===== config.mk =====
export PLATFORM = sky130hd
export DESIGN_NAME = sd_rsp_deser
export DESIGN_NICKNAME = d
export VERILOG_FILES = /design/src/rtl/sdrc_pkg.sv /design/src/rtl/sdrc_bitcnt.sv /design/src/rtl/sdrc_shift.sv /design/src/rtl/sdrc_regfile.sv /design/src/rtl/sd_rsp_deser.sv
export SDC_FILE = /design/constraint.sdc
export NUM_CORES = 1
export LEC_CHECK = 0
export ABC_AREA = 1
export BUFFER_PORTS_ARGS = -buffer_cell sky130_fd_sc_hd__buf_2
export CORE_MARGIN = 2
export CORE_UTILIZATION = 56
export DETAILED_ROUTE_END_ITERATION = 10
export GPL_TIMING_DRIVEN = 0
export PLACE_DENSITY = 0.83
export SLEW_MARGIN = 25
export SYNTH_ARGS = -nofsm -noshare
export SYNTH_HDL_FRONTEND = slang
export SYNTH_HIERARCHICAL = 1
export SYNTH_SLANG_ARGS = --single-unit

===== constraint.sdc =====
create_clock -name clk -period 1.68 [get_ports clk]
set_input_delay 0 -clock clk [delete_from_list [all_inputs] [get_ports clk]]
set_output_delay 0 -clock clk [all_outputs]
set_load 0.01 [all_outputs]

===== src/rtl/sdrc_pkg.sv =====
package sdrc_pkg;
  parameter int WORD_W     = 32;
  parameter int NWORDS     = 4;
  parameter int SHORT_BITS = 32;
  localparam int LONG_BITS = NWORDS * WORD_W - 1;
  localparam int CNT_W     = $clog2(LONG_BITS + 1);
  localparam int AW        = $clog2(NWORDS);
endpackage


===== src/rtl/sdrc_bitcnt.sv =====
module sdrc_bitcnt #(
  parameter int LONG_BITS  = 127,
  parameter int SHORT_BITS = 32,
  parameter int CNT_W      = 7
) (
  input  logic clk,
  input  logic rst,
  input  logic start_i,
  input  logic long_i,
  input  logic bit_en_i,
  output logic busy_o,
  output logic long_o,
  output logic adv_o,
  output logic last_o
);
  localparam logic [CNT_W-1:0] LONG_LAST  = CNT_W'(LONG_BITS - 1);
  localparam logic [CNT_W-1:0] SHORT_LAST = CNT_W'(SHORT_BITS - 1);

  logic [CNT_W-1:0] cnt_q;
  logic             busy_q;
  logic             long_q;
  logic [CNT_W-1:0] lim;

  always_comb begin
    lim    = long_q ? LONG_LAST : SHORT_LAST;
    adv_o  = busy_q && bit_en_i && !start_i;
    last_o = adv_o && (cnt_q == lim);
  end

  always_ff @(posedge clk) begin
    if (rst) begin
      cnt_q  <= '0;
      busy_q <= 1'b0;
      long_q <= 1'b0;
    end else if (start_i) begin
      cnt_q  <= '0;
      busy_q <= 1'b1;
      long_q <= long_i;
    end else if (adv_o) begin
      if (last_o) begin
        cnt_q  <= '0;
        busy_q <= 1'b0;
      end else begin
        cnt_q <= cnt_q + 1'b1;
      end
    end
  end

  assign busy_o = busy_q;
  assign long_o = long_q;
endmodule


===== src/rtl/sdrc_shift.sv =====
module sdrc_shift #(
  parameter int SH_W = 127
) (
  input  logic            clk,
  input  logic            rst,
  input  logic            start_i,
  input  logic            adv_i,
  input  logic            bit_i,
  output logic [SH_W-1:0] sh_nx_o
);
  logic [SH_W-1:0] sh_q;

  assign sh_nx_o = {sh_q[SH_W-2:0], bit_i};

  always_ff @(posedge clk) begin
    if (rst || start_i) sh_q <= '0;
    else if (adv_i)     sh_q <= sh_nx_o;
  end
endmodule


===== src/rtl/sdrc_regfile.sv =====
module sdrc_regfile #(
  parameter int WORD_W = 32,
  parameter int NWORDS = 4,
  parameter int AW     = 2
) (
  input  logic                          clk,
  input  logic                          rst,
  input  logic                          start_i,
  input  logic                          commit_i,
  input  logic                          long_i,
  input  logic [NWORDS*WORD_W-2:0]      sh_nx_i,
  input  logic [AW-1:0]                 rd_addr_i,
  output logic [WORD_W-1:0]             rd_data_o,
  output logic [NWORDS-1:0][WORD_W-1:0] rsp_o
);
  localparam int FULL_W = NWORDS * WORD_W;

  logic [FULL_W-1:0]              full;
  logic [NWORDS-1:0][WORD_W-1:0]  long_word;
  logic [NWORDS-1:0][WORD_W-1:0]  short_word;
  logic [NWORDS-1:0][WORD_W-1:0]  rsp_q;
  logic [WORD_W-1:0]              rd_q;

  // Long layout: received bits fill from the top, a constant zero pads the bottom.
  assign full = {sh_nx_i, 1'b0};

  for (genvar g = 0; g < NWORDS; g++) begin : g_place
    assign long_word[g] = full[FULL_W-1-g*WORD_W -: WORD_W];
    if (g == 0) begin : g_first
      assign short_word[g] = sh_nx_i[WORD_W-1:0];
    end else begin : g_rest
      assign short_word[g] = '0;
    end
  end

  always_ff @(posedge clk) begin
    if (rst || start_i) begin
      rsp_q <= '0;
    end else if (commit_i) begin
      for (int i = 0; i < NWORDS; i++)
        rsp_q[i] <= long_i ? long_word[i] : short_word[i];
    end
  end

  always_ff @(posedge clk) begin
    if (rst) rd_q <= '0;
    else     rd_q <= rsp_q[rd_addr_i];
  end

  assign rd_data_o = rd_q;
  assign rsp_o     = rsp_q;
endmodule


===== src/rtl/sd_rsp_deser.sv =====
module sd_rsp_deser
  import sdrc_pkg::*;
#(
  parameter int P_WORD_W     = WORD_W,
  parameter int P_NWORDS     = NWORDS,
  parameter int P_SHORT_BITS = SHORT_BITS
) (
  input  logic                           clk,
  input  logic                           rst,
  input  logic                           start_i,
  input  logic                           long_i,
  input  logic                           bit_en_i,
  input  logic                           bit_i,
  output logic                           done_o,
  input  logic [$clog2(P_NWORDS)-1:0]    rd_addr_i,
  output logic [P_WORD_W-1:0]            rd_data_o
);
  localparam int L_LONG = P_NWORDS * P_WORD_W - 1;
  localparam int L_CNTW = $clog2(L_LONG + 1);
  localparam int L_AW   = $clog2(P_NWORDS);

  logic                              busy;
  logic                              long_q;
  logic                              adv;
  logic                              last;
  logic                              done_q;
  logic [L_LONG-1:0]                 sh_nx;
  logic [P_NWORDS-1:0][P_WORD_W-1:0] rsp_w;

  sdrc_bitcnt #(
    .LONG_BITS (L_LONG),
    .SHORT_BITS(P_SHORT_BITS),
    .CNT_W     (L_CNTW)
  ) u_cnt (
    .clk     (clk),
    .rst     (rst),
    .start_i (start_i),
    .long_i  (long_i),
    .bit_en_i(bit_en_i),
    .busy_o  (busy),
    .long_o  (long_q),
    .adv_o   (adv),
    .last_o  (last)
  );

  sdrc_shift #(.SH_W(L_LONG)) u_sh (
    .clk    (clk),
    .rst    (rst),
    .start_i(start_i),
    .adv_i  (adv),
    .bit_i  (bit_i),
    .sh_nx_o(sh_nx)
  );

  sdrc_regfile #(
    .WORD_W(P_WORD_W),
    .NWORDS(P_NWORDS),
    .AW    (L_AW)
  ) u_rf (
    .clk      (clk),
    .rst      (rst),
    .start_i  (start_i),
    .commit_i (last),
    .long_i   (long_q),
    .sh_nx_i  (sh_nx),
    .rd_addr_i(rd_addr_i),
    .rd_data_o(rd_data_o),
    .rsp_o    (rsp_w)
  );

  always_ff @(posedge clk) begin
    if (rst) done_q <= 1'b0;
    else     done_q <= last;
  end

  assign done_o = done_q;
endmodule


; ---- Word-level counts from Yosys, hierarchy flattened
; Cells that the tools add are included.
[totals]
latch_bits = 0
romBits = 0
ff_bits = 296
n_memories = 0
ram_bits = 0
[op_classes]
n_bitwise = 0
add_sub_neg = 1
magnitude_cmp = 1
n_eq_ne = 1
n_mux = 11
n_mul = 0
n_div = 0
reduce_logical = 9
shifts = 0
[op_table]
columns = operator, count
row1 = 32-bit 2-to-1 mux, 5
row2 = 32-bit binary-select mux with 2-bit select, 1
row3 = 7-bit 2-to-1 mux, 2
row4 = "7-bit by 1-bit adder with 7-bit output, second input constant", 1
row5 = 7-bit == test, 1
row6 = 2-bit nonzero test, 2
row7 = 1-bit logical AND, 3
row8 = "2-bit by 3-bit < comparator with 1-bit output, second input constant", 1
row9 = 1-bit 2-to-1 mux, 3
row10 = 2-bit AND reduction, 1
row11 = 2-bit OR reduction, 1
row12 = 1-bit logical NOT, 1
row13 = 1-bit logical OR, 1

; ---- Longest topological paths before layout
; Gate-level depths: netlist (run 1).
[depth]
ltp_word = 6
mapped_depth = 10
depth_no_buf = 9

; ---- By module
; The synthesis (run 1) kept the hierarchy.
[by_module_without_submodules]
columns = module, area_per_inst_um2, n_inst, cells_per_inst
row1 = sdrc_regfile, 7258.2, 1, 1073
row2 = sdrc_shift, 5113.7, 1, 799
row3 = sdrc_bitcnt, 534.3, 1, 75
row4 = sd_rsp_deser, 30.0, 1, 3

; ---- Worst setup path before layout (run 1)
; No wires, ideal clock.
[synth_timing]
path_type = flip-flop to flip-flop
startpoint = register u_cnt.cnt_q[2]
endpoint = register u_rf.rsp_q (netlist bit u_rf/rsp_o[33])
setup_time_ns = 0.066
t_arrival_ns = 1.515
path_stages_with_launch = 10
t_required_ns = 1.614
path_slack_ns = 0.099
path_cell_list = dfxtp_1 nand2_2 nor2_4 nand2_2 nor2_4 buf_2 buf_4 buf_2 nand3_1 a21oi_2
[synth_between]
elab_chain_len = 2
[synth_lines]
columns = element, line
row1 = start: declaration, sdrc_bitcnt.sv:19  ; logic [CNT_W-1:0] cnt_q;
row2 = start signal: assignment, sdrc_bitcnt.sv:44  ; cnt_q <= cnt_q + 1'b1;
row3 = 7-bit == test, sdrc_bitcnt.sv:27  ; last_o = adv_o && (cnt_q == lim);
row4 = 1-bit logical AND, sdrc_bitcnt.sv:27
row5 = via last, sd_rsp_deser.sv:25  ; logic last;
row6 = end signal: indexed assignment, sdrc_regfile.sv:41  ; rsp_q[i] <= long_i ? long_word[i] : short_word[i];
row7 = end: declaration, sdrc_regfile.sv:21  ; logic [NWORDS-1:0][WORD_W-1:0] rsp_q;
; The timed path passes the listed nets, and every way through them passes these cells.
; A chain may end at the register's enable or synchronous reset.

; ---- Final worst setup path (run 1)
[layout_timing]
startpoint = register u_cnt.busy_q, in the netlist u_cnt/busy_o
endpoint = register u_rf.rsp_q (netlist bit u_rf/rsp_o[116])
[layout_between]
elab_chain_len = 3
[layout_lines]
columns = element, line
row1 = start: declaration, sdrc_bitcnt.sv:20  ; logic busy_q;
row2 = start signal: assignment, sdrc_bitcnt.sv:33  ; busy_q <= 1'b0;
row3 = start signal: assignment, sdrc_bitcnt.sv:37  ; busy_q <= 1'b1;
row4 = start signal: assignment, sdrc_bitcnt.sv:42  ; busy_q <= 1'b0;
row5 = 1-bit logical AND (2 in a row), sdrc_bitcnt.sv:26  ; adv_o = busy_q && bit_en_i && !start_i;
row6 = via adv, sd_rsp_deser.sv:24  ; logic adv;
row7 = 1-bit logical AND, sdrc_bitcnt.sv:27
row8 = via last, sd_rsp_deser.sv:25
; The timed path passes the listed nets, and every way through them passes these cells.

==> results of run 1 <==
## per-layer routing
| metal | vias to the layer above | track usage [%] | share of wire [%] | routed length [um] |
|---|---|---|---|---|
| met5 | - | 0 | 0 | 0 |
| met1 | 5479 | 35.8 | 43 | 14600 |
| met4 | 0 | 11.0 | 3.8 | 1280 |
| li1 | 6033 | - | - | - |
| met2 | 428 | 46.4 | 47 | 16000 |
| met3 | 92 | 3.86 | 6.8 | 2330 |
## registers in the layout, summed over array words and instances (netlist names)
register,cells
u_cnt/cnt_q,7
u_cnt/busy_o,1
done_o,1
u_rf/rsp_o,127
u_cnt/long_o,1
u_sh/sh_q,126
u_rf/rd_data_o,32
## metrics by stage
step	total power, W	cells	utilization (%)	cell area [sq um]
2_1_floorplan	0.00796	1948	-	12900
3_3_place_gp	0.00821	2272	59.5	13500
3_5_place_dp	0.00823	2272	59.5	13500
4_1_cts	0.0156	2343	65.8	14900
5_1_grt	0.0160	2347	66.5	15100
6_report	0.0156	2347	66.5	15100
## cell type report
type	count	share of cell area, %
flip-flops and latches	295	39.3
multi-input cells	1228	35.6
inverters	301	7.54
clock buffers	41	5.60
plain buffers	124	4.90
repair buffers	61	2.93
well taps	285	2.37
clock inverters	12	1.73
## tightest hold or removal path: cells and delay by family
| kind | cells | cell delay (ns) |
|---|---|---|
| and+or+nand+nor | 2 | 0.19 |
| buffers and inverters | 2 | 0.43 |
| AOI/OAI and AO/OA | 1 | 0.11 |
## how the worst max path moves through the flow
| stage | startpoint | endpoint | slack, ns | cells past startpoint |
|---|---|---|---|---|
| 6_report | u_cnt/busy_o | u_rf/rsp_o[116] | -0.04 | 9 |
| 5_1_grt | u_cnt/busy_o | u_rf/rsp_o[115] | -0.07 | 9 |
| 4_1_cts | u_cnt/cnt_q[5] | u_rf/rsp_o[95] | 0.0001 | 10 |
| 3_5_place_dp | u_cnt/cnt_q[2] | u_rf/rsp_o[45] | -0.43 | 9 |
| 3_3_place_gp | u_cnt/cnt_q[2] | u_rf/rsp_o[39] | -0.36 | 9 |
| 2_1_floorplan | u_cnt/cnt_q[2] | u_rf/rsp_o[33] | 0.1 | 9 |
## power breakdown
part	total [W]	leakage, nW	internal (W)	switching (W)
registers	0.00715	2.39	0.00709	0.0000616
clock network	0.00743	0.541	0.00471	0.00272
logic	0.00100	2.77	0.000325	0.000678
total	0.0156	5.70	0.0121	0.00346
## what timing repair did
item | CTS | global route
cloned | 1 | 0
hold buffers | 10 | 0
resized for setup | 51 | 60
setup endpoints to repair | 248 | 157
hold endpoints to repair | 15 | 0
pin swaps | 3 | 7
setup buffers | 7 | 4
==> impl_metrics.prom, run 1 <==
# TYPE chip_impl_metric gauge
chip_impl_metric{name="postSynthNetCount",unit=""} 1957
chip_impl_metric{name="finalSetupViolCount",unit=""} 5
chip_impl_metric{name="post_route_cells_drive_above_1_share",unit="%"} 12.4
chip_impl_metric{name="final.min_clock_period",unit="ns"} 1.72
chip_impl_metric{name="mapped_avg_cell_area",unit="sq um"} 6.63
chip_impl_info{name="holdPathEnd",value="u_rf/rd_data_o[30]"} 1
chip_impl_metric{name="area_delta_synth_final",unit="%"} 16.4
chip_impl_info{name="r2r_end",value="u_rf/rsp_o[116]"} 1
chip_impl_metric{name="overflow",unit=""} 0
chip_impl_metric{name="worst_setup_slack_post_dpl",unit="ns"} -0.432
chip_impl_metric{name="via_count",unit=""} 12032
chip_impl_metric{name="design.core.area",unit="sq mm"} 0.0226
chip_impl_metric{name="syn_area",unit="sq mm"} 0.0129
chip_impl_info{name="rsz_0062_raised_after_global_routing",value="true"} 1
chip_impl_metric{name="worst_clock_skew",unit="ns"} 0.0195
chip_impl_metric{name="fmaxAchievable",unit="MHz"} 583
chip_impl_metric{name="die_w",unit="um"} 156
chip_impl_info{name="setup.worst_path.end_class",value="register"} 1
chip_impl_metric{name="period_share",unit="%"} 102
chip_impl_info{name="violations_in_the_final_reports",value="setup timing"} 1
chip_impl_metric{name="warnings_synthesis",unit=""} 6
chip_impl_metric{name="maximum_clock_path_buffer_count",unit=""} 3
chip_impl_metric{name="drt.antenna.violating_nets",unit=""} 0
chip_impl_metric{name="drt-total-wl",unit="um"} 34200
chip_impl_metric{name="final.setup.worst_slack",unit="ns"} -0.0351
chip_impl_metric{name="placementRows",unit=""} 55
chip_impl_metric{name="dieArea",unit="sq mm"} 0.0243
chip_impl_metric{name="clkSinkCount",unit=""} 295
chip_impl_metric{name="cp_max_fo",unit=""} 10
chip_impl_metric{name="ir_worst_vdd",unit="mV"} 0.642
chip_impl_metric{name="crit_arrival",unit="ns"} 2.19
chip_impl_info{name="crit_path_cell_trace",value="nand2_2 > nor2_4 > nand2_2 > nor2_4 > buf_12 > bufbuf_16 > buf_4 > nand3_1 > a21oi_1"} 1
chip_impl_metric{name="cts_max_level",unit=""} 1
chip_impl_info{name="cts_tree",value="yes"} 1
chip_impl_metric{name="worstRegToRegCells",unit=""} 9
chip_impl_metric{name="p_leak",unit="nW"} 5.70
chip_impl_info{name="hp-class",value="input pin to register"} 1
chip_impl_info{name="cpLargestDelayFamily",value="simple AND/OR/NAND/NOR gates"} 1
chip_impl_metric{name="antenna_cells",unit=""} 0
chip_impl_metric{name="multi_input_comb_area",unit="sq mm"} 0.00536
chip_impl_info{name="reg_to_reg_start",value="u_cnt/busy_o"} 1
chip_impl_metric{name="gp_congestion",unit=""} 0.927
chip_impl_metric{name="cap_violations",unit=""} 0
chip_impl_info{name="cts-root-buf",value="sky130_fd_sc_hd__clkbuf_16"} 1
chip_impl_metric{name="grt.total_usage",unit="%"} 27.5
chip_impl_metric{name="critical-path-max-stage-delay",unit="ns"} 0.33
chip_impl_metric{name="fillerInstances",unit=""} 1843
chip_impl_metric{name="tightest_slew",unit="ns"} 0.519
chip_impl_metric{name="critPathBufInv",unit=""} 3
chip_impl_info{name="worstHoldStart",value="rd_addr_i[0]"} 1
chip_impl_metric{name="register_area",unit="sq mm"} 0.00592
chip_impl_metric{name="clkSlewWorstSetupHoldPaths",unit="ns"} 0.06
chip_impl_metric{name="crit_path_required_time",unit="ns"} 2.15
chip_impl_metric{name="drtIter0Drc",unit=""} 1157
chip_impl_metric{name="first_global_vias",unit=""} 11122
chip_impl_info{name="layout.cells.most_common",value="sky130_fd_sc_hd__nand2_1"} 1
chip_impl_metric{name="number_of_top_level_pins",unit=""} 41
chip_impl_metric{name="tritoncts.num_buffers",unit=""} 30
chip_impl_metric{name="starting_density",unit="%"} 57.1
chip_impl_metric{name="worst_slew_slack_as_a_fraction_of_its_limit",unit="%"} 65.4
chip_impl_metric{name="post_drt_via_cell_ratio",unit=""} 5.13
chip_impl_metric{name="wl_per_cell",unit="um"} 14.6
chip_impl_metric{name="worst_hold_slack",unit="ns"} 0.226
chip_impl_metric{name="final-max-slew-violation-count",unit=""} 0
chip_impl_metric{name="timing_hold_violations_final",unit=""} 0
chip_impl_info{name="mostFrequentLayoutCells",value="sky130_fd_sc_hd__nand2_1 (585), sky130_fd_sc_hd__inv_1 (297), sky130_fd_sc_hd__dfxtp_1 (286), sky130_fd_sc_hd__nor2_1 (263), sky130_fd_sc_hd__nand3_1 (189)"} 1
chip_impl_metric{name="setup.reg_to_reg.worst_slack",unit="ns"} -0.04
chip_impl_metric{name="final_net_count",unit=""} 2050
chip_impl_info{name="cpMaxStageDelayCell",value="sky130_fd_sc_hd__dfxtp_2"} 1
chip_impl_metric{name="dr.pass1.iters",unit=""} 5
chip_impl_info{name="critical_path.startpoint_type",value="register"} 1
chip_impl_metric{name="fin_tns_setup",unit="ns"} -0.0876
chip_impl_metric{name="detailedPlacementHpwl",unit="um"} 23300
chip_impl_metric{name="die_height",unit="um"} 156
chip_impl_info{name="run_status",value="finished, violations left"} 1
chip_impl_info{name="start_to_end_type_of_the_worst_setup_path",value="register to register"} 1
chip_impl_metric{name="grt_max_degree",unit=""} 15
chip_impl_metric{name="worst_skew_pair.late_latency",unit="ns"} 0.56
chip_impl_metric{name="wire_length_of_the_first_global_routing_pass",unit="um"} 54300
chip_impl_metric{name="power_per_cell_area",unit="mW/mm^2"} 1040
chip_impl_metric{name="placement.io_buffers",unit=""} 39
chip_impl_metric{name="drt_drc_violations_left",unit=""} 0
chip_impl_metric{name="cell_count_after_synthesis",unit=""} 1948
chip_impl_metric{name="antenna_found_initial",unit=""} 1
chip_impl_metric{name="holdPathStages",unit=""} 5
(Power assumes the default switching activity.)
==> run 2, diff against run 1 <==
--- a/config.mk
+++ b/config.mk
@@ -7,13 +7,16 @@
 export LEC_CHECK = 0
 export ABC_AREA = 1
 export BUFFER_PORTS_ARGS = -buffer_cell sky130_fd_sc_hd__buf_2
+export CELL_PAD_IN_SITES_DETAIL_PLACEMENT = 0
+export CELL_PAD_IN_SITES_GLOBAL_PLACEMENT = 1
 export CORE_MARGIN = 2
-export CORE_UTILIZATION = 56
+export CORE_UTILIZATION = 40
 export DETAILED_ROUTE_END_ITERATION = 10
 export GPL_TIMING_DRIVEN = 0
-export PLACE_DENSITY = 0.83
+export PLACE_DENSITY = 0.82
 export SLEW_MARGIN = 25
 export SYNTH_ARGS = -nofsm -noshare
 export SYNTH_HDL_FRONTEND = slang
 export SYNTH_HIERARCHICAL = 1
 export SYNTH_SLANG_ARGS = --single-unit
+export TNS_END_PERCENT = 30
==> run 2 against run 1 <==
  * The run now ends clean
  * Core utilization fell by 18 points
  * Sequential share of layout area fell by 0.52 points
  * Highest routed layer is now met5
  * Critical path depth grew 2
  * Die area grew 39%
  * Via count down 4.6%
  * Clock-buffer cell count increased by 2
  * Worst hold slack got worse by 0.22 ns
  * Critical path type unchanged
  * Clock power up 1%
  * Combinational power barely moved
==> impl_metrics.prom, run 2 (synthesis results as in run 1) <==
# TYPE chip_impl_metric gauge
chip_impl_info{name="run_status",value="finished clean"} 1
chip_impl_metric{name="clkSlewWorstSetupHoldPaths",unit="ns"} 0.06
chip_impl_metric{name="fillerInstances",unit=""} 3247
chip_impl_metric{name="die_height",unit="um"} 184
chip_impl_info{name="rsz_0062_raised_after_global_routing",value="true"} 1
chip_impl_metric{name="drtIter0Drc",unit=""} 947
chip_impl_metric{name="power.share.switching",unit="%"} 23.5
chip_impl_info{name="cts-root-buf",value="sky130_fd_sc_hd__clkbuf_16"} 1
chip_impl_info{name="critical_path.startpoint_type",value="register"} 1
chip_impl_metric{name="grt.total_usage",unit="%"} 21.0
chip_impl_metric{name="power",unit="W"} 0.0157
chip_impl_metric{name="antenna_found_initial",unit=""} 2
chip_impl_metric{name="number_of_top_level_pins",unit=""} 41
chip_impl_metric{name="global_route.usage.met1",unit="%"} 29.6
chip_impl_metric{name="use_met3",unit="%"} 2.77
chip_impl_metric{name="post_drt_via_cell_ratio",unit=""} 4.65
chip_impl_metric{name="worst_clock_skew",unit="ns"} 0.0278
chip_impl_metric{name="timing_hold_violations_final",unit=""} 0
chip_impl_metric{name="fin_tns_setup",unit="ns"} 0
chip_impl_metric{name="dieArea",unit="sq mm"} 0.0338
chip_impl_metric{name="final-max-slew-violation-count",unit=""} 0
chip_impl_metric{name="largest_reg_flops",unit=""} 127
chip_impl_metric{name="detailedPlacementHpwl",unit="um"} 25300
chip_impl_info{name="layout.cells.most_common",value="sky130_fd_sc_hd__nand2_1"} 1
chip_impl_info{name="top_usage_layer",value="met2"} 1
chip_impl_metric{name="wl_per_cell",unit="um"} 14.3
chip_impl_metric{name="setup.reg_to_reg.worst_slack",unit="ns"} 0.05
chip_impl_metric{name="tritoncts.num_buffers",unit=""} 34
chip_impl_metric{name="die_w",unit="um"} 184
chip_impl_info{name="start_to_end_type_of_the_worst_setup_path",value="register to register"} 1
chip_impl_metric{name="worst_slew_slack_as_a_fraction_of_its_limit",unit="%"} 63.4
chip_impl_metric{name="antenna_cells",unit=""} 0
chip_impl_metric{name="clkSinkCount",unit=""} 295
chip_impl_metric{name="drt.antenna.violating_nets",unit=""} 0
chip_impl_metric{name="design.core.area",unit="sq mm"} 0.0317
chip_impl_metric{name="final_net_count",unit=""} 2052
chip_impl_info{name="setup.worst_path.end_class",value="register"} 1
chip_impl_metric{name="finalSetupViolCount",unit=""} 0
chip_impl_metric{name="ir_worst_vdd",unit="mV"} 0.840
chip_impl_metric{name="grt_max_degree",unit=""} 14
chip_impl_metric{name="crit_arrival",unit="ns"} 2.08
chip_impl_metric{name="internal_power",unit="W"} 0.0120
chip_impl_metric{name="combinationalPowerShare",unit="%"} 6.4
chip_impl_metric{name="worst_skew_pair.late_latency",unit="ns"} 0.52
chip_impl_metric{name="drt-total-wl",unit="um"} 35200
chip_impl_metric{name="via_count",unit=""} 11480
chip_impl_info{name="hp-class",value="input pin to register"} 1
chip_impl_info{name="cts_tree",value="yes"} 1
chip_impl_metric{name="final.min_clock_period",unit="ns"} 1.63
chip_impl_metric{name="area_delta_synth_final",unit="%"} 18.1
chip_impl_metric{name="placementRows",unit=""} 65
chip_impl_metric{name="dr.pass1.iters",unit=""} 5
chip_impl_metric{name="placement.io_buffers",unit=""} 39
chip_impl_metric{name="wire_length_of_the_first_global_routing_pass",unit="um"} 56200
chip_impl_metric{name="sequential_share_of_power",unit="%"} 45.6
chip_impl_metric{name="period_share",unit="%"} 97.1
chip_impl_metric{name="p_leak",unit="nW"} 5.72
chip_impl_metric{name="switching_power",unit="W"} 0.00369
chip_impl_metric{name="first_global_vias",unit=""} 10665
chip_impl_metric{name="maximum_clock_path_buffer_count",unit=""} 3
chip_impl_metric{name="gp_congestion",unit=""} 0.885
chip_impl_metric{name="cap_violations",unit=""} 0
chip_impl_metric{name="grt.met2_usage",unit="%"} 33.4
chip_impl_metric{name="cp_max_fo",unit=""} 10
chip_impl_metric{name="starting_density",unit="%"} 40.7
chip_impl_metric{name="power_per_cell_area",unit="mW/mm^2"} 1030
chip_impl_metric{name="crit_path_required_time",unit="ns"} 2.12
chip_impl_metric{name="tightest_slew",unit="ns"} 0.550
chip_impl_metric{name="fmaxAchievable",unit="MHz"} 613
chip_impl_metric{name="cts_max_level",unit=""} 2
chip_impl_metric{name="power.share.clock",unit="%"} 48.0
chip_impl_info{name="mostFrequentLayoutCells",value="sky130_fd_sc_hd__nand2_1 (582), sky130_fd_sc_hd__inv_1 (297), sky130_fd_sc_hd__dfxtp_1 (287), sky130_fd_sc_hd__nor2_1 (263), sky130_fd_sc_hd__nand3_1 (187)"} 1
chip_impl_metric{name="post_route_cells_drive_above_1_share",unit="%"} 12.3
chip_impl_metric{name="drt_drc_violations_left",unit=""} 0
chip_impl_metric{name="overflow",unit=""} 0
run 2: area by class of cell:
cell class / instances / area, sq um / area share [%]
sequential: 295 / 5920 / 38.8
clock buffer: 43 / 936 / 6.13
tap: 402 / 503 / 3.30
buffer: 124 / 777 / 5.09
multi-input combinational: 1228 / 5350 / 35.0
clock inverter: 15 / 200 / 1.31
inverter: 301 / 1140 / 7.48
timing repair buffer: 59 / 435 / 2.85
run 2: final timing paths:
path              startpoint         endpoint  cells after the start
max             u_cnt/long_o   u_rf/rsp_o[37]                     11
min                  start_i   u_cnt/cnt_q[1]                      6
max reg2reg     u_cnt/long_o   u_rf/rsp_o[37]                     11
min reg2reg  u_rf/rsp_o[105]  u_rf/rsp_o[105]                      2
run 2: stage by stage:
stage | hold WS [ns] | std cells | instance area [sq um] | util [%] | setup slack (ns)
2_1_floorplan | 0.0669 | 1948 | 12900 | - | 0.0989
3_3_place_gp | 0.274 | 2389 | 13600 | 43.0 | -0.413
3_5_place_dp | 0.278 | 2389 | 13600 | 43.0 | -0.431
4_1_cts | 0.0242 | 2462 | 15100 | 47.5 | -0.00450
5_1_grt | 0.0550 | 2467 | 15300 | 48.1 | -0.0141
6_report | 0.00304 | 2467 | 15300 | 48.1 | 0.0495
run 2: power groups by stage:
stage	sequential (W)	clock (W)	combinational, W
floorplan	0.00731	0	0.000653
global placement	0.00730	0	0.000946
detailed placement	0.00731	0	0.000954
CTS	0.00715	0.00768	0.000982
global route	0.00716	0.00797	0.00112
finish	0.00715	0.00752	0.000996
run 2: repair_timing:
item                       4_1_cts  5_1_grt
resized for setup               56       57
pin swaps                        1        8
hold endpoints to repair        14        1
gates cloned                     1        1
hold buffers                    11        1
setup buffers                    3        5
setup endpoints to repair      252      163
run 2: critical path: stages, from the launching register on:
cell,delay (ns)
sky130_fd_sc_hd__dfxtp_2,0.34
sky130_fd_sc_hd__inv_1,0.08
sky130_fd_sc_hd__nand2_1,0.06
sky130_fd_sc_hd__nand2_1,0.07
sky130_fd_sc_hd__nand2_2,0.08
sky130_fd_sc_hd__nor2_4,0.13
sky130_fd_sc_hd__buf_12,0.14
sky130_fd_sc_hd__buf_16,0.14
sky130_fd_sc_hd__buf_12,0.13
sky130_fd_sc_hd__buf_8,0.13
sky130_fd_sc_hd__nand3_1,0.10
sky130_fd_sc_hd__a21oi_2,0.15
run 2: layer usage:
metal  wire length (um)  vias up
met3               1690       52
met4                760        2
met2              15600      237
li1                   -     6045
met1              17100     5144
met5                 12        -
